`src/rtl/irq_fold_pkg.sv`:
```
package irq_fold_pkg;

   localparam int OFS_W = 8;

   localparam logic [OFS_W-1:0] OFS_SUMMARY  = 8'h00;
   localparam logic [OFS_W-1:0] OFS_PEND_LO  = 8'h04;
   localparam logic [OFS_W-1:0] OFS_PEND_HI  = 8'h08;
   localparam logic [OFS_W-1:0] OFS_FIQ_CTRL = 8'h0C;
   localparam logic [OFS_W-1:0] OFS_SET_LO   = 8'h10;
   localparam logic [OFS_W-1:0] OFS_SET_HI   = 8'h14;
   localparam logic [OFS_W-1:0] OFS_SET_LOC  = 8'h18;
   localparam logic [OFS_W-1:0] OFS_CLR_LO   = 8'h1C;
   localparam logic [OFS_W-1:0] OFS_CLR_HI   = 8'h20;
   localparam logic [OFS_W-1:0] OFS_CLR_LOC  = 8'h24;

   // summary word layout: fixed because software decodes it
   localparam int SUM_ANY_LO_BIT = 8;
   localparam int SUM_ANY_HI_BIT = 9;
   localparam int SUM_SHORT_LSB  = 10;
   localparam int NUM_SHORT      = 11;
   localparam int MAX_SHORT_SRC  = 62;

   // peripheral line copied into summary bit SUM_SHORT_LSB+idx
   function automatic int shortcut_src(input int idx);
      case (idx)
         0:       return 7;
         1:       return 9;
         2:       return 10;
         3:       return 18;
         4:       return 19;
         5:       return 53;
         6:       return 54;
         7:       return 55;
         8:       return 56;
         9:       return 57;
         10:      return 62;
         default: return 0;
      endcase
   endfunction

   typedef struct packed {
      logic summary;
      logic pend_lo;
      logic pend_hi;
      logic fiq_ctrl;
      logic set_lo;
      logic set_hi;
      logic set_loc;
      logic clr_lo;
      logic clr_hi;
      logic clr_loc;
   } reg_hit_t;

endpackage

```
`src/rtl/irq_fold_enables.sv`:
```
module irq_fold_enables #(
   parameter int DATA_W  = 32,
   parameter int LOCAL_N = 8,
   parameter int BANKS   = 2
) (
   input  logic                      clk,
   input  logic                      rst_n,
   input  logic [BANKS-1:0]          set_bank,
   input  logic [BANKS-1:0]          clr_bank,
   input  logic                      set_loc,
   input  logic                      clr_loc,
   input  logic [DATA_W-1:0]         wdata,
   output logic [BANKS*DATA_W-1:0]   periph_en,
   output logic [LOCAL_N-1:0]        local_en
);

   logic [DATA_W-1:0]  bank_q [BANKS];
   logic [LOCAL_N-1:0] loc_q;

   for (genvar b = 0; b < BANKS; b++) begin : g_bank
      always_ff @(posedge clk or negedge rst_n) begin
         if (!rst_n) begin
            bank_q[b] <= '0;
         end else if (set_bank[b]) begin
            bank_q[b] <= bank_q[b] | wdata;
         end else if (clr_bank[b]) begin
            bank_q[b] <= bank_q[b] & ~wdata;
         end
      end
      assign periph_en[b*DATA_W +: DATA_W] = bank_q[b];
   end

   always_ff @(posedge clk or negedge rst_n) begin
      if (!rst_n) begin
         loc_q <= '0;
      end else if (set_loc) begin
         loc_q <= loc_q | wdata[LOCAL_N-1:0];
      end else if (clr_loc) begin
         loc_q <= loc_q & ~wdata[LOCAL_N-1:0];
      end
   end

   assign local_en = loc_q;

endmodule

```
`src/rtl/irq_fold_summary.sv`:
```
module irq_fold_summary
   import irq_fold_pkg::*;
#(
   parameter int DATA_W   = 32,
   parameter int PERIPH_N = 64,
   parameter int LOCAL_N  = 8
) (
   input  logic [PERIPH_N-1:0] periph_in,
   input  logic [PERIPH_N-1:0] periph_en,
   input  logic [LOCAL_N-1:0]  local_in,
   input  logic [LOCAL_N-1:0]  local_en,
   output logic [DATA_W-1:0]   pend_lo,
   output logic [DATA_W-1:0]   pend_hi,
   output logic [DATA_W-1:0]   summary,
   output logic                irq_any
);

   logic [PERIPH_N-1:0] pend;
   logic [LOCAL_N-1:0]  lpend;

   assign pend    = periph_in & periph_en;
   assign lpend   = local_in & local_en;
   assign pend_lo = pend[DATA_W-1:0];
   assign pend_hi = pend[PERIPH_N-1:DATA_W];
   assign irq_any = (|pend) | (|lpend);

   always_comb begin
      summary                  = '0;
      summary[LOCAL_N-1:0]     = lpend;
      summary[SUM_ANY_LO_BIT]  = |pend_lo;
      summary[SUM_ANY_HI_BIT]  = |pend_hi;
      for (int i = 0; i < NUM_SHORT; i++) begin
         summary[SUM_SHORT_LSB+i] = pend[shortcut_src(i)];
      end
   end

endmodule

```
`src/rtl/irq_fold_fiq.sv`:
```
module irq_fold_fiq #(
   parameter int PERIPH_N = 64,
   parameter int LOCAL_N  = 8,
   parameter int SEL_W    = 7
) (
   input  logic                clk,
   input  logic                rst_n,
   input  logic                ctrl_wr,
   input  logic [SEL_W:0]      ctrl_wdata,
   input  logic [PERIPH_N-1:0] periph_in,
   input  logic [LOCAL_N-1:0]  local_in,
   output logic [SEL_W:0]      fiq_ctrl,
   output logic                fiq_out
);

   localparam int SRC_SPAN = 2 ** SEL_W;

   logic [SEL_W-1:0]    sel_q;
   logic                en_q;
   logic [SRC_SPAN-1:0] src_all;

   always_ff @(posedge clk or negedge rst_n) begin
      if (!rst_n) begin
         sel_q <= '0;
         en_q  <= 1'b0;
      end else if (ctrl_wr) begin
         sel_q <= ctrl_wdata[SEL_W-1:0];
         en_q  <= ctrl_wdata[SEL_W];
      end
   end

   // selects beyond the local bank land on constant zero
   always_comb begin
      src_all                    = '0;
      src_all[PERIPH_N-1:0]      = periph_in;
      src_all[PERIPH_N +: LOCAL_N] = local_in;
   end

   always_ff @(posedge clk or negedge rst_n) begin
      if (!rst_n) begin
         fiq_out <= 1'b0;
      end else begin
         fiq_out <= en_q & src_all[sel_q];
      end
   end

   assign fiq_ctrl = {en_q, sel_q};

endmodule

```
`src/rtl/irq_fold_ctrl.sv`:
```
module irq_fold_ctrl
   import irq_fold_pkg::*;
#(
   parameter int DATA_W    = 32,
   parameter int ADDR_W    = 8,
   parameter int PERIPH_N  = 64,
   parameter int LOCAL_N   = 8,
   parameter int FIQ_SEL_W = 7
) (
   input  logic                clk,
   input  logic                rst_n,
   input  logic [ADDR_W-1:0]   bus_addr,
   input  logic                bus_wr,
   input  logic                bus_rd,
   input  logic [DATA_W-1:0]   bus_wdata,
   output logic [DATA_W-1:0]   bus_rdata,
   input  logic [PERIPH_N-1:0] periph_in,
   input  logic [LOCAL_N-1:0]  local_in,
   output logic                irq_out,
   output logic                fiq_out
);

   localparam int BANKS = PERIPH_N / DATA_W;

   initial begin
      assert (PERIPH_N == 2 * DATA_W)
         else $error("peripheral bank must be exactly two data words");
      assert (LOCAL_N >= 1 && LOCAL_N <= SUM_ANY_LO_BIT)
         else $error("local bank must fit below the summary flags");
      assert (PERIPH_N + LOCAL_N <= 2 ** FIQ_SEL_W)
         else $error("fast-request select too narrow for both banks");
      assert (FIQ_SEL_W + 1 <= DATA_W)
         else $error("fast-request control wider than a data word");
      assert (SUM_SHORT_LSB + NUM_SHORT <= DATA_W && MAX_SHORT_SRC < PERIPH_N)
         else $error("shortcut list does not fit");
      assert (ADDR_W >= OFS_W)
         else $error("address too narrow for register map");
   end

   reg_hit_t            hit;
   logic [PERIPH_N-1:0] periph_en;
   logic [LOCAL_N-1:0]  local_en;
   logic [FIQ_SEL_W:0]  fiq_ctrl;
   logic [DATA_W-1:0]   pend_lo;
   logic [DATA_W-1:0]   pend_hi;
   logic [DATA_W-1:0]   summary;
   logic                irq_any;
   logic [DATA_W-1:0]   rdata_c;
   logic [DATA_W-1:0]   loc_word;
   logic [DATA_W-1:0]   fiq_word;

   always_comb begin
      hit          = '0;
      hit.summary  = (bus_addr == ADDR_W'(OFS_SUMMARY));
      hit.pend_lo  = (bus_addr == ADDR_W'(OFS_PEND_LO));
      hit.pend_hi  = (bus_addr == ADDR_W'(OFS_PEND_HI));
      hit.fiq_ctrl = (bus_addr == ADDR_W'(OFS_FIQ_CTRL));
      hit.set_lo   = (bus_addr == ADDR_W'(OFS_SET_LO));
      hit.set_hi   = (bus_addr == ADDR_W'(OFS_SET_HI));
      hit.set_loc  = (bus_addr == ADDR_W'(OFS_SET_LOC));
      hit.clr_lo   = (bus_addr == ADDR_W'(OFS_CLR_LO));
      hit.clr_hi   = (bus_addr == ADDR_W'(OFS_CLR_HI));
      hit.clr_loc  = (bus_addr == ADDR_W'(OFS_CLR_LOC));
   end

   irq_fold_enables #(
      .DATA_W  (DATA_W),
      .LOCAL_N (LOCAL_N),
      .BANKS   (BANKS)
   ) u_enables (
      .clk       (clk),
      .rst_n     (rst_n),
      .set_bank  ({bus_wr & hit.set_hi, bus_wr & hit.set_lo}),
      .clr_bank  ({bus_wr & hit.clr_hi, bus_wr & hit.clr_lo}),
      .set_loc   (bus_wr & hit.set_loc),
      .clr_loc   (bus_wr & hit.clr_loc),
      .wdata     (bus_wdata),
      .periph_en (periph_en),
      .local_en  (local_en)
   );

   irq_fold_summary #(
      .DATA_W   (DATA_W),
      .PERIPH_N (PERIPH_N),
      .LOCAL_N  (LOCAL_N)
   ) u_summary (
      .periph_in (periph_in),
      .periph_en (periph_en),
      .local_in  (local_in),
      .local_en  (local_en),
      .pend_lo   (pend_lo),
      .pend_hi   (pend_hi),
      .summary   (summary),
      .irq_any   (irq_any)
   );

   irq_fold_fiq #(
      .PERIPH_N (PERIPH_N),
      .LOCAL_N  (LOCAL_N),
      .SEL_W    (FIQ_SEL_W)
   ) u_fiq (
      .clk        (clk),
      .rst_n      (rst_n),
      .ctrl_wr    (bus_wr & hit.fiq_ctrl),
      .ctrl_wdata (bus_wdata[FIQ_SEL_W:0]),
      .periph_in  (periph_in),
      .local_in   (local_in),
      .fiq_ctrl   (fiq_ctrl),
      .fiq_out    (fiq_out)
   );

   always_ff @(posedge clk or negedge rst_n) begin
      if (!rst_n) begin
         irq_out <= 1'b0;
      end else begin
         irq_out <= irq_any;
      end
   end

   assign loc_word = {{(DATA_W-LOCAL_N){1'b0}}, local_en};
   assign fiq_word = {{(DATA_W-FIQ_SEL_W-1){1'b0}}, fiq_ctrl};

   always_comb begin
      rdata_c = '0;
      if (bus_rd) begin
         unique case (1'b1)
            hit.summary:  rdata_c = summary;
            hit.pend_lo:  rdata_c = pend_lo;
            hit.pend_hi:  rdata_c = pend_hi;
            hit.fiq_ctrl: rdata_c = fiq_word;
            hit.set_lo:   rdata_c = periph_en[DATA_W-1:0];
            hit.set_hi:   rdata_c = periph_en[PERIPH_N-1:DATA_W];
            hit.set_loc:  rdata_c = loc_word;
            hit.clr_lo:   rdata_c = ~periph_en[DATA_W-1:0];
            hit.clr_hi:   rdata_c = ~periph_en[PERIPH_N-1:DATA_W];
            hit.clr_loc:  rdata_c = ~loc_word;
            default:      rdata_c = '0;
         endcase
      end
   end

   assign bus_rdata = rdata_c;

endmodule

```
`config.mk`:
```
export PLATFORM = sky130hd
export DESIGN_NAME = irq_fold_ctrl
export DESIGN_NICKNAME = d
export VERILOG_FILES = /design/src/rtl/irq_fold_pkg.sv /design/src/rtl/irq_fold_enables.sv /design/src/rtl/irq_fold_summary.sv /design/src/rtl/irq_fold_fiq.sv /design/src/rtl/irq_fold_ctrl.sv
export SDC_FILE = /design/constraint.sdc
export NUM_CORES = 1
export LEC_CHECK = 0
export ABC_AREA = 1
export BUFFER_PORTS_ARGS = -buffer_cell sky130_fd_sc_hd__buf_2
export CAP_MARGIN = 20
export CORE_MARGIN = 1.5
export CORE_UTILIZATION = 50
export CTS_BUF_LIST = sky130_fd_sc_hd__clkbuf_4
export DETAILED_ROUTE_END_ITERATION = 6
export PLACE_DENSITY = 0.84
export SYNTH_ARGS = -nofsm -noshare
export SYNTH_HDL_FRONTEND = slang
export SYNTH_SLANG_ARGS = --single-unit
```
`constraint.sdc`:
```
create_clock -name clk -period 1.8 [get_ports clk]
set_input_delay 0.09 -clock clk [delete_from_list [all_inputs] [get_ports clk]]
set_output_delay 0.09 -clock clk [all_outputs]
set_load 0.05 [all_outputs]
```
---- Word level (Yosys, flattened, before mapping) ----
Index checks and enable logic that the tools add are counted.
storage, ports and cells
  register bits after elaboration ......... 82
  input port bits ......................... 116
  output and inout bits ................... 34
  logic and storage cells ................. 57
cells by class
  magnitude comparators ................... 1
  equality and inequality tests ........... 9
  mux-type cells .......................... 10
  bitwise operators ....................... 22
  reduce and logical (&&, ||, !) cells .... 8
operators with widths
  operator            count
  $pmux 32 s10        1
  $mux 32             5
  $not 32->32         3
  $and 32x32->32      2
  $and 64x64->64      1
  $or 32x32->32       2
  $reduce_or 32->1    2
  $reduce_or 64->1    1
  $eq 8x5->1 const B  4
  $not 8->32          1
  $and 8x8->8         2
  $eq 8x4->1 const B  2
  $eq 8x6->1 const B  2
  $mux 8              2
  $and 1x1->1         8
  $eq 8x3->1 const B  1
  $logic_not 8->1     1
  $lt 7x8->1 const B  1
  $not 8->8           1
  $or 8x8->8          1
  $reduce_or 8->1     1
  $bmux 1 s7          1
  $reduce_bool 2->1   3
  $mux 1              1
  $or 1x1->1          1

---- Depth between registers and ports, before layout ----
Gate-level depths: netlist of run 1.
  depth in word-level cells ............... 4
  depth in mapped cells ................... 13
  depth with buffers taken out ............ 11

---- Modules after synthesis ----
From an unflattened synthesis of run 1, not the netlist that was laid out.
second synthesis, totals
  cell total of the unflattened synthesis .. 1313
  area, all modules ....................... 7547.2 um^2
by module, submodules not included
  module            instances  cells each  area each (um^2)
  irq_fold_enables  1          374         2989.1
  irq_fold_ctrl     1          516         2503.7
  irq_fold_fiq      1          198         1107.3
  irq_fold_summary  1          225         947.2

---- Least setup slack after synthesis of run 1 ----
No wires, ideal clock.
  path kind ............................... input -> output
  start ................................... input port bus_addr[7]
  end ..................................... output port bus_rdata[13]
  arrival time ............................ 1.909 ns
  data required time ...................... 1.710 ns
  path slack .............................. -0.199 ns
  stages on the path ...................... 8
  cells stage by stage .................... nor2_1 > nand3_1 > nor2_4 > clkinv_1 > buf_2 > o21ai_0 > nor2_1 > a21oi_1
on the way
  cells in the longest elaborated chain, start to end .. 3
  elaborated cells on any way between the ends .. 12
  those cells by class .................... 9 x eq/ne; 2 x mux; 1 x reduce/logical
ends and longest elaborated chain
  element                             RTL line              RTL
  start: declaration                  irq_fold_ctrl.sv:12   input logic [ADDR_W-1:0] bus_addr,
  $eq 8x6->1 (tied with other cells)  irq_fold_ctrl.sv:63   hit.clr_loc = (bus_addr == ADDR_W'(OFS_CLR_LOC));
  $pmux 32 s10 *                      irq_fold_ctrl.sv:126  unique case (1'b1)
  $mux 32 *                           irq_fold_ctrl.sv:125  if (bus_rd) begin
  end: declaration                    irq_fold_ctrl.sv:16   output logic [DATA_W-1:0] bus_rdata,
Every way passes the cells marked *; elsewhere a longest branch is shown, timed or not.

==> results.txt, run 1 <==
- The tool flagged a number of max-cap violations equal to 0.
* Power per cell area: 467 nW/µm²
- Io pins: 150
* Xor/xnor cell area share of the yosys netlist: 0%
- For this run, the share of the core covered by cells in the final layout is 71.1%.
* Layer with the highest usage after global routing: met2
- The count of pins over their slew limit was 0.
- The initial antenna violation count is 1.
- GPL Wtd Cong: 1.07
- Dividing the detail-routed wire length by the instance count gives 19.1 µm.
- Number of sinks handled by clock tree synthesis: 82
- Worst Clk Skew: 0.00788 ns
- The finished layout holds 1347 standard cells, fillers aside.
- Die span in x: 113 µm
* DIE AREA: 12800 µm²
* Endpoints failing hold: 0
- Synthesis produced a netlist with a net count of 1077.
- The worst hold path belongs to the class primary input to flop.
- # rows: 40
- Each instance of the synthesized netlist takes up on average 6.33 µm².
- Final antenna-violating net count: 0
* Detail Placement HPWL: 17900 µm
* Height of the die: 113 µm
* Instance count of the mapped netlist: 961
- Floorplan core area: 12000 µm²
* Number of global-route vias before repair: 7589
* Run status: finished with violations
- Clock root buffer: sky130_fd_sc_hd__clkbuf_4
- Adder and majority gate portion of the synthesized area: 0%
* Setup repair after global routing missed its margin: yes
- Once routing completed, OpenROAD measured the worst setup slack at -0.331 ns.
* Largest fanout on the critical path: 2
- Including well taps, the total number of placed cells is 1280.
- Fraction of layout cells with a size suffix above 1: 28.2%
* Number of warning messages in the yosys log: 0
* 1st-iter DRT viols: 1453
- Initial Util: 50.8%
* Library cells used by synthesis: 31
* Sum of routed wire length over all layers: 25700 µm
- In the synthesized netlist, mux cells make up 0% of the area.
- Total number of vias: 8342
- Entering global routing, the biggest net connects 44 pins.
- Final Setup Violations: 6
- Max clock buf depth: 2
* Pre-Repair DR Iteration Count: 7
- Upper clock frequency limit: 469 MHz
- The startpoint identified for the worst hold timing path is bus_wdata[0].
- Startpoint type of the worst setup path: flop
* Slew HR: 54.7%
- STA classifies the critical path endpoint as an output pin.
* Via density per instance: 6.19
* Worst slew pin tran: 0.678 ns
- After synthesis, the largest family of logic cells by area is simple AND/OR/NAND/NOR gates.
- In the global route stage, met1 resource usage came out at 53.2%.
* Clock period minus worst slack: 2.13 ns
- Clock tree from TritonCTS: done
- FILL cells: 991
- Area of all placed cells without fillers: 8510 µm²
- For this design the static power due to leakage is 4.09 nW.
* Netlist Area Pre-Place: 6080 µm²
- Total placed instance area: 7520 µm²
* Sequential element share of the synthesized area: 33.7%
- Input and output buffers added on the ports amount to 149.
- Total GRT Usage: 39.5%
- The checks that failed: negative setup slack.
- H-tree levels: 3
* Number of buffers added by the clock tree synthesis step: 9
- Count of unresolved DRC violations after routing: 0
* Met2 capacity usage during global routing: 60.7%
- From synthesis to final layout, the design area changed by 39.9%.
- In the global route stage, met3 resource usage came out at 7.12%.
- The synthesized netlist devotes 26.3% of its cell area to compound gates.
- Worst path required time: 1.71 ns
- Of the total synthesized cell area, the portion taken by AND, OR, NAND and NOR gates is 30.2%.
- Synthesis inferred 82 register bits.
* Worst-path clk slew: 0.12 ns
- The total overflow left after global routing is 0.
* Maximum VDD drop: 0.314 mV
- At the end of the flow, the number of nets in the layout was 1313.
* Clk_lat worst skew: 0.44 ns
* Ratio of final minimum period to clock period: 118%
- The first global-routing pass estimated 39400 µm of wire.
- The worst setup path is of the flop to output pin kind.
- WP data arrival: 2.04 ns
-- area by class of cell --
cell class / instances / area (µm²) / share of cell area [%]
Tap cell: 147 / 184 / 2.16
Multi-Input combinational cell: 728 / 3710 / 43.7
Timing Repair Buffer: 270 / 2050 / 24.1
Clock inverter: 2 / 7.51 / 0.0882
Inverter: 106 / 408 / 4.79
Antenna cell: 1 / 2.50 / 0.0294
Sequential cell: 82 / 2060 / 24.2
Clock buffer: 11 / 82.6 / 0.971
-- cell usage after synthesis --
cell type / number / area, µm²
sky130_fd_sc_hd__nor2_1: 69 / 259
sky130_fd_sc_hd__a211oi_1: 3 / 22.5
sky130_fd_sc_hd__o221ai_1: 14 / 123
sky130_fd_sc_hd__clkbuf_1: 29 / 109
sky130_fd_sc_hd__a21oi_2: 1 / 8.76
sky130_fd_sc_hd__buf_4: 1 / 7.51
sky130_fd_sc_hd__a31oi_1: 11 / 68.8
sky130_fd_sc_hd__nand4_1: 19 / 119
sky130_fd_sc_hd__nor2_2: 3 / 18.8
sky130_fd_sc_hd__nand2_2: 2 / 12.5
sky130_fd_sc_hd__o211a_1: 1 / 10.0
sky130_fd_sc_hd__o21ai_1: 73 / 365
sky130_fd_sc_hd__buf_6: 1 / 11.3
sky130_fd_sc_hd__o21ai_0: 132 / 661
sky130_fd_sc_hd__o211ai_1: 11 / 82.6
sky130_fd_sc_hd__nor2_4: 1 / 11.3
sky130_fd_sc_hd__nor4_1: 4 / 25.0
sky130_fd_sc_hd__nor3_4: 1 / 16.3
sky130_fd_sc_hd__a21oi_1: 12 / 60.1
sky130_fd_sc_hd__nand3_1: 47 / 235
sky130_fd_sc_hd__nand3_2: 1 / 10.0
sky130_fd_sc_hd__clkinv_1: 2 / 7.51
sky130_fd_sc_hd__o22ai_1: 30 / 188
sky130_fd_sc_hd__inv_1: 98 / 368
sky130_fd_sc_hd__o2111ai_1: 1 / 8.76
sky130_fd_sc_hd__nor3_1: 22 / 110
sky130_fd_sc_hd__buf_2: 14 / 70.1
sky130_fd_sc_hd__nand2_1: 269 / 1010
sky130_fd_sc_hd__nor3_2: 1 / 10.0
sky130_fd_sc_hd__dfrtp_1: 82 / 2050
sky130_fd_sc_hd__inv_2: 6 / 22.5
-- worst max-delay path, cell delays in order (launching register included) --
cell and delay (ns):
sky130_fd_sc_hd__dfrtp_1 0.42, sky130_fd_sc_hd__nand2_1 0.09, sky130_fd_sc_hd__nand4_1 0.18, sky130_fd_sc_hd__nor4_2 0.40, sky130_fd_sc_hd__nand2_1 0.14, sky130_fd_sc_hd__nand2_1 0.11, sky130_fd_sc_hd__a21oi_2 0.08, sky130_fd_sc_hd__buf_6 0.18
-- where the power goes --
group	switching [mW]	total, mW	internal (mW)
clock	0.626	0.912	0.286
sequential	0.0986	2.03	1.94
combinational	0.612	1.02	0.412
total	1.34	3.97	2.63
-- worst paths after layout --
path | to | slack, ns | cells past startpoint
hold reg to reg | flop | 0.56 | 2
max in group asynchronous | u_fiq.sel_q[3]$_DFFE_PN0P_ | 1.02 | 3
hold / removal | flop | 0.003 | 3
setup reg to reg | irq_out$_DFF_PN0_ | -0.28 | 8
min in group asynchronous | asynchronous set/reset pin | 0.15 | 2
setup / recovery | bus_rdata[8] | -0.33 | 7
-- cells by family (layout without fill, tap and decap cells) --
group           Yosys count  count (layout)
flops                    82              82
compound gates          289             289
other cells               0               1
buf+inv                 151             389
simple gates            439             439
-- layout by cell type, fill, tap and decap left out, types with 18 or more instances in the layout --
master | synthesis | routed
sky130_fd_sc_hd__nand2_1 | 269 | 253
sky130_fd_sc_hd__o21ai_0 | 132 | 126
sky130_fd_sc_hd__buf_2 | 14 | 115
sky130_fd_sc_hd__inv_1 | 98 | 96
sky130_fd_sc_hd__buf_4 | 1 | 84
sky130_fd_sc_hd__dfrtp_1 | 82 | 79
sky130_fd_sc_hd__o21ai_1 | 73 | 77
sky130_fd_sc_hd__nor2_1 | 69 | 55
sky130_fd_sc_hd__nand3_1 | 47 | 45
sky130_fd_sc_hd__dlygate4sd3_1 | 0 | 33
sky130_fd_sc_hd__o22ai_1 | 30 | 30
sky130_fd_sc_hd__buf_6 | 1 | 21
sky130_fd_sc_hd__nand4_1 | 19 | 19
sky130_fd_sc_hd__nand2_2 | 2 | 18
-- timing repair --
action,CTS,global route
endpoints found under the setup margin,14,34
hold buffers,33,0
hold endpoints to repair,100,0
pin swaps,13,21
cloned,0,3
gates resized for setup,29,102
setup buffers,12,5
-- layer usage --
metal	vias up	wire length, µm
met2	728	10900
met4	0	1690
li1	3737	-
met5	-	0
met1	3693	9800
met3	184	3310
-- through the flow --
stage | hold WS (ns) | setup slack (ns) | TNS [ns] | power, mW
floorplan | -0.206 | 0.0616 | 0 | 2.45
global placement | 0.0914 | -0.0414 | -0.0813 | 2.87
detailed placement | 0.0961 | -0.0541 | -0.149 | 2.89
CTS | 0.00473 | -0.204 | -0.444 | 3.87
global route | 0.0457 | -0.319 | -1.31 | 4.13
finish | 0.00317 | -0.331 | -0.978 | 3.97
(Power assumes the default switching activity.)
==> run 2: changes to the inputs <==
GPL_ROUTABILITY_DRIVEN = 1   (was unset)
clock period = 2.46 ns   (was 1.8 ns; I/O delays follow)
==> results.txt, run 2 (synthesis gave the netlist of run 1 again) <==
* Total number of cells along the worst setup path: 7 (unchanged)
- Clock period minus worst slack: 2.32 ns
- The total routing resource utilization after global routing is 38.5% (-1.0 points).
- The via count of the first global-routing pass was 7195 (-5.2%).
* Clock root buffer: sky130_fd_sc_hd__clkbuf_4
- Height of the die: 113 µm (unchanged)
- The via count of the routed design came to 7913 (-5.1%).
- Clk_lat worst skew: 0.48 ns (+0.04 ns)
* Setup repair bufs after CTS: 0 (-12)
* Die span in x: 113 µm (unchanged)
* Clock tree from TritonCTS: done
- The area of the die was 12800 µm² (unchanged).
* # rows: 40 (unchanged)
- Setup repair after global routing left no endpoint under its margin.
- Commonest non-fill, non-tap cell in the layout: sky130_fd_sc_hd__nand2_1
- Via density per instance: 6.14 (-0.80%)
* Worst reg-to-reg setup slack: 0.14 ns (+0.42 ns)
- The peak per-stage delay on the critical path is 0.43 ns (about the same).
* Slew HR: 40.8% (-14 points)
* Final-report max-slew violation count: 0 (unchanged)
* Worst slack at placement: 0.317 ns (+0.371 ns)
- Detail Placement HPWL: 17800 µm (-0.88%)
- The count of fill cells added during filler insertion came to 1120 (+13%).
- The maximum number of pins on one net before global-route repair was 40 (-9.1%).
* Run status: complete, no violations
* H-tree levels: 3 (unchanged)
* # Max-Cap Violations: 0 (unchanged)
- The aggregate routed wire length was 24300 µm (-5.4%).
* Initial antenna violation count: 0 (-1)
- The signal on the critical path passes through nand2_1 > nand4_1 > nor4_1 > nand2_1 > nand2_1 > a21oi_1 > buf_2.
- The setup TNS came to 0 ns (+0.978 ns).
* Worst path required time: 2.34 ns (+0.63 ns)
- The worst setup path is captured at an output pin.
- The final net count is 1252 (-4.6%).
- Ratio of final minimum period to clock period: 94.5%
* Most Frequent Cell on Critical Path: sky130_fd_sc_hd__nand2_1
- The smallest setup slack after layout came to 0.135 ns (+0.467 ns).
* Count of unresolved DRC violations after routing: 0 (unchanged)
- The worst reg-to-reg path cell count came to 7 (-1).
* Total buffers and inverters traversed by the critical path: 1 (unchanged)
- The register clock-pin slew on the reported worst setup and hold paths was 0.14 ns (+0.02 ns).
- Final Setup Violations: 0 (-6)
* Total power: 3.02 mW (-24%)
- The detailed-router iteration count before antenna repair was 7 (unchanged).
- Static Leakage: 3.73 nW (-8.7%)
- The largest vdd supply drop was 0.271 mV (-14%).
- Buffers on Ports: 149 (unchanged)
- The critical path data arrival time is 2.20 ns (+0.16 ns).
* Upper clock frequency limit: 430 MHz
- On the critical path the largest part of the delay comes from simple AND/OR/NAND/NOR gates.
- Final routed wire length divided by cell count: 18.9 µm (-1.1%)
* Master of the slowest instance on the critical path: sky130_fd_sc_hd__dfrtp_1
- Diodes inserted: 0 (-1)
* Synthesis-to-finish area growth: 24.1%
- The critical path ends at bus_rdata[9].
- The area occupied by registers is 2050 µm² (-0.18%).
* Largest fanout on the critical path: 4 (+2)
- The placeable core region came to 12000 µm² (unchanged).
- The final count of hold timing violations was 0 (unchanged).
- Worst Path Class, Setup: flop to output pin
* Gr ovfl total: 0 (unchanged)
- The first-pass GRT wire length was 38000 µm (-3.6%).
* Number of sinks handled by clock tree synthesis: 82 (unchanged)
- The power density over the cells came to 400 nW/µm² (-14%).
- Hold WS: 0.146 ns (+0.143 ns)
* Number of buffers added by the clock tree synthesis step: 9 (unchanged)
* Worst slew pin tran: 0.885 ns (+0.207 ns)
* Io pins: 150 (unchanged)
- GPL Wtd Cong: 1.06 (-0.56%)
- The final standard cell utilization of the core was 63.1% (-8.0 points).
- Final antenna-violating net count: 0 (unchanged)
- The worst setup path is launched from a flop.
* Worst Clk Skew: 0.0209 ns (+0.0130 ns)
- The min-delay analysis places its worst path in the category primary input to asynchronous set/reset pin.
- The deepest clock path buffer count came to 2 (unchanged).
- The footprint of the multi-input gates is 3440 µm² (-7.3%).
- The starting density of the core is 50.8% (unchanged).
- Highest-count cells in the layout ignoring fill and taps: sky130_fd_sc_hd__nand2_1 (269), sky130_fd_sc_hd__buf_2 (148), sky130_fd_sc_hd__o21ai_0 (132)
* Endpoint of the worst-slack reg-to-reg timing path: irq_out$_DFF_PN0_
- The violation count after the first detailed-routing iteration was 1116 (-23%).
* Fraction of layout cells with a size suffix above 1: 17.9% (-10 points)
[run 2: timing repair]
item                                    in CTS  in global routing
endpoints found under the setup margin       0                  0
resized for setup                            0                  0
hold buffers                                35                  0
hold endpoints to repair                   103                  0
[run 2: routing by layer]
| metal | share of wire [%] | global-route usage, % | routed length (µm) |
|---|---|---|---|
| met2 | 43 | 58.2 | 10500 |
| met1 | 38 | 51.0 | 9260 |
| met5 | 0 | 0 | 0 |
| met3 | 13 | 8.62 | 3220 |
| met4 | 5.6 | 22.0 | 1350 |
[run 2: worst min path at each step]
stage,to,slack (ns),cells after the start,start
floorplan,asynchronous set/reset pin,-0.17,0,rst_n
global placement,asynchronous set/reset pin,0.13,1,rst_n
detailed placement,asynchronous set/reset pin,0.13,1,rst_n
CTS,asynchronous set/reset pin,0.14,2,rst_n
global route,asynchronous set/reset pin,0.19,2,rst_n
finish,asynchronous set/reset pin,0.15,2,rst_n
[run 2: final cells by class]
cell class / count / area share (%)
Clock buffer: 9 / 0.895
Sequential cell: 82 / 27.2
Tap cell: 147 / 2.44
Multi-Input combinational cell: 728 / 45.6
Clock inverter: 7 / 1.11
Inverter: 106 / 5.27
Timing Repair Buffer: 209 / 17.5
[run 2: worst reg2reg max path, cell delays in order, from the launching register on]
cell and delay, ns:
sky130_fd_sc_hd__dfrtp_1 0.43, sky130_fd_sc_hd__nand2_1 0.20, sky130_fd_sc_hd__nand4_1 0.12, sky130_fd_sc_hd__nor4_1 0.43, sky130_fd_sc_hd__nand2_1 0.13, sky130_fd_sc_hd__nor2_1 0.16
sky130_fd_sc_hd__nand4_1 0.14, sky130_fd_sc_hd__dlygate4sd3_1 0.61
[run 2: per-stage QoR]
| stage | std cells | instance area (µm²) |
|---|---|---|
| after CTS | 1288 | 7550 |
| after global placement | 1237 | 7050 |
| after floorplan | 961 | 6080 |
| after global routing | 1288 | 7550 |
| after detailed placement | 1237 | 7050 |
| final | 1288 | 7550 |
[run 2: power by group]
group          leakage [nW]  total (mW)  switching [mW]  internal, mW
clock                0.0784       0.902           0.502         0.400
combinational          2.53       0.627           0.394         0.233
sequential             1.13        1.49          0.0779          1.42
total                  3.73        3.02           0.974          2.05
==> run 3: changes to the inputs <==
CELL_PAD_IN_SITES_DETAIL_PLACEMENT = 1   (was unset)
CELL_PAD_IN_SITES_GLOBAL_PLACEMENT = 1   (was unset)
CORE_UTILIZATION = 41   (was 50)
PLACE_DENSITY = 0.95   (was 0.84)
==> results.txt, run 3 (synthesis gave the netlist of run 1 again) <==
- The run finished with clean final reports.
- Synthesis-to-finish area growth: 25.0%
- Final-report max-slew violation count: 0 (unchanged)
- The top-level port count was 150 (unchanged).
- STA classifies the critical path startpoint as a flop.
* FILL cells: 2034 (+82%)
- The slowest stage of the critical path is the sky130_fd_sc_hd__dfrtp_1 cell.
- Fraction of layout cells with a size suffix above 1: 18.2% (+0.37 points)
- Clock tree from TritonCTS: done
- The vertical die dimension is 125 µm (+10%).
* Slew HR: 36.1% (-4.7 points)
* Buffers on Ports: 149 (unchanged)
- The horizontal die dimension was 125 µm (+10%).
- Total power: 2.99 mW (-0.98%)
- In the layout the commonest cells are sky130_fd_sc_hd__nand2_1 (269), sky130_fd_sc_hd__buf_2 (148), sky130_fd_sc_hd__o21ai_0 (132).
- The maximum clock rate came to 421 MHz (-2.2%).
* Static Leakage: 3.72 nW (-0.33%)
- The path class of the tightest hold or removal check is primary input to flop.
- Total placed instance area: 7110 µm² (+0.94%)
- STA classifies the critical path endpoint as an output pin.
- The standard-cell row count was 44 (+10%).
- The share of the clock period used by the worst path is 96.6% (+2.1 points).
- The critical path data arrival time was 2.25 ns (+0.05 ns).
* Cell breakdown of the critical path: nand2_1 > nand4_1 > nor4_1 > nand2_1 > nand2_1 > a21oi_1 > buf_2
- The first-pass GRT wire length came to 44600 µm (+17%).
* Gr ovfl total: 0 (unchanged)
- Setup repair after global routing missed its margin: no
* Number of sinks handled by clock tree synthesis: 82 (unchanged)
* Worst slew pin tran: 0.955 ns (+0.0703 ns)
- Initial Util: 41.8% (-9.0 points)
- Max clock buf depth: 2 (unchanged)
- Maximum VDD drop: 0.244 mV (-10%)
* Total number of vias: 8041 (+1.6%)
- Sum of routed wire length over all layers: 28200 µm (+16%)
- The number of maximum-capacitance violations is 0 (unchanged).
- Clock period minus worst slack: 2.38 ns (+0.0513 ns)
- The area of all placed cells without fillers was 7600 µm² (+0.68%).
- The placeable core region was 14500 µm² (+22%).
- Total GRT Usage: 36.7% (-1.8 points)
- The worst clock skew was 0.0121 ns (-0.00876 ns).
- The H-tree level count came to 3 (unchanged).
- Endpoints failing hold: 0 (unchanged)
* Pre-Repair DR Iteration Count: 5 (-2)
- Detail Placement HPWL: 20100 µm (+13%)
- Post-layout utilization of the core: 52.3% (-11 points)
* 1st-iter DRT viols: 981 (-12%)
* Most Frequent Cell on Critical Path: sky130_fd_sc_hd__nand2_1
* Commonest non-fill, non-tap cell in the layout: sky130_fd_sc_hd__nand2_1
- The remaining number of nets flagged by the antenna check after routing was 0 (unchanged).
- Delay of the slowest critical-path stage: 0.43 ns (about the same)
- The number of buffer and inverter stages on the critical path is 1 (unchanged).
* Number of buffers added by the clock tree synthesis step: 9 (unchanged)
- Power per cell area: 394 nW/µm² (-1.6%)
* Via density per instance: 6.07 (-1.2%)
* Worst Path Class, Setup: flop to output pin
* Largest fanout on the critical path: 4 (unchanged)
- The setup TNS was 0 ns (unchanged).
* Number of global-route vias before repair: 8317 (+16%)
- Count of unresolved DRC violations after routing: 0 (unchanged)
- Initial antenna violation count: 1 (+1)
- The wire length per cell after detailed routing came to 21.3 µm (+13%).
- The area occupied by registers is 2050 µm² (unchanged).
* Setup repair bufs after CTS: 0 (unchanged)
- The total of endpoints with negative setup slack in the final report was 0 (unchanged).
- Clk_lat worst skew: 0.51 ns (+0.03 ns)
- Fin nets: 1252 (unchanged)
- Largest net degree at the start of global routing: 50 (+25%)
* GPL Wtd Cong: 0.998 (-6.1%)
- Multi-input combinational cell area: 3450 µm² (+0.36%)
- Clock root buffer: sky130_fd_sc_hd__clkbuf_4
- Worst-path clk slew: 0.13 ns (about the same)
- DIE AREA: 15600 µm² (+21%)
- Worst path required time: 2.34 ns (about the same)
- Among cell families on the critical path, the largest total delay comes from simple AND/OR/NAND/NOR gates.
-- run 3: cell types whose count changed in the layout (fill, tap and decap cells not counted), moves of 2 or more --
| cell | delta |
|---|---|
| sky130_fd_sc_hd__clkinv_1 | -2 |
| sky130_fd_sc_hd__clkinvlp_4 | +2 |
| sky130_fd_sc_hd__nor4_1 | -2 |
| sky130_fd_sc_hd__nor4_2 | +2 |
-- run 3: final cells by class --
cell class              count  area share (%)
clock inverters             5           0.741
flip-flops and latches     82            27.0
repair buffers            209            17.5
diodes                      1          0.0329
clock buffers              10           0.988
well taps                 184            3.03
inverters                 106            5.23
multi-input cells         728            45.4
-- run 3: power breakdown --
part	total, mW	switching (mW)	internal (mW)
clock	0.843	0.532	0.311
combinational	0.654	0.418	0.236
sequential	1.50	0.0800	1.42
-- run 3: through the flow --
step	hold WS, ns	instances	worst slack, ns
finish	0.00653	1325	0.0839
global route	0.0371	1325	0.00834
CTS	0.00184	1324	0.0717
detailed placement	0.200	1275	0.303
global placement	0.191	1275	0.367
floorplan	-0.173	961	0.395
-- run 3: final timing paths --
path                                                  from                    endpoint  slack [ns]  depth (start not counted)
worst max-delay path                                  flop                bus_rdata[8]        0.08                          7
worst min-delay path                          bus_wdata[3]                        flop       0.007                          3
worst max register to register                        flop           irq_out$_DFF_PN0_        0.13                          7
worst min register to register  u_fiq.sel_q[5]$_DFFE_PN0P_  u_fiq.sel_q[5]$_DFFE_PN0P_        0.57                          2
max in group asynchronous                            rst_n  asynchronous set/reset pin        1.60                          3
min in group asynchronous                            rst_n  asynchronous set/reset pin        0.21                          2
-- run 3: per-layer routing --
metal / GRT usage, % / vias up / wire [µm]
met1: 47.2 / 3809 / 11200
met3: 6.23 / 130 / 2400
li1: - / 3608 / -
met2: 58.0 / 494 / 13000
met5: 0 / - / 0
met4: 21.4 / 0 / 1610
-- run 3: worst reg2reg max path, stage by stage, from the launching register on --
cell and delay, ns:
sky130_fd_sc_hd__dfrtp_1 0.43, sky130_fd_sc_hd__nand2_1 0.22, sky130_fd_sc_hd__nand4_1 0.16, sky130_fd_sc_hd__nor4_1 0.40, sky130_fd_sc_hd__nand2_1 0.14, sky130_fd_sc_hd__nor2_1 0.22, sky130_fd_sc_hd__nand4_1 0.10, sky130_fd_sc_hd__dlygate4sd3_1 0.57
-- run 3: timing repair --
action	4_1_cts	5_1_grt
gates resized for setup	0	2
hold endpoints to repair	117	0
setup endpoints to repair	0	2
hold buffers	34	0
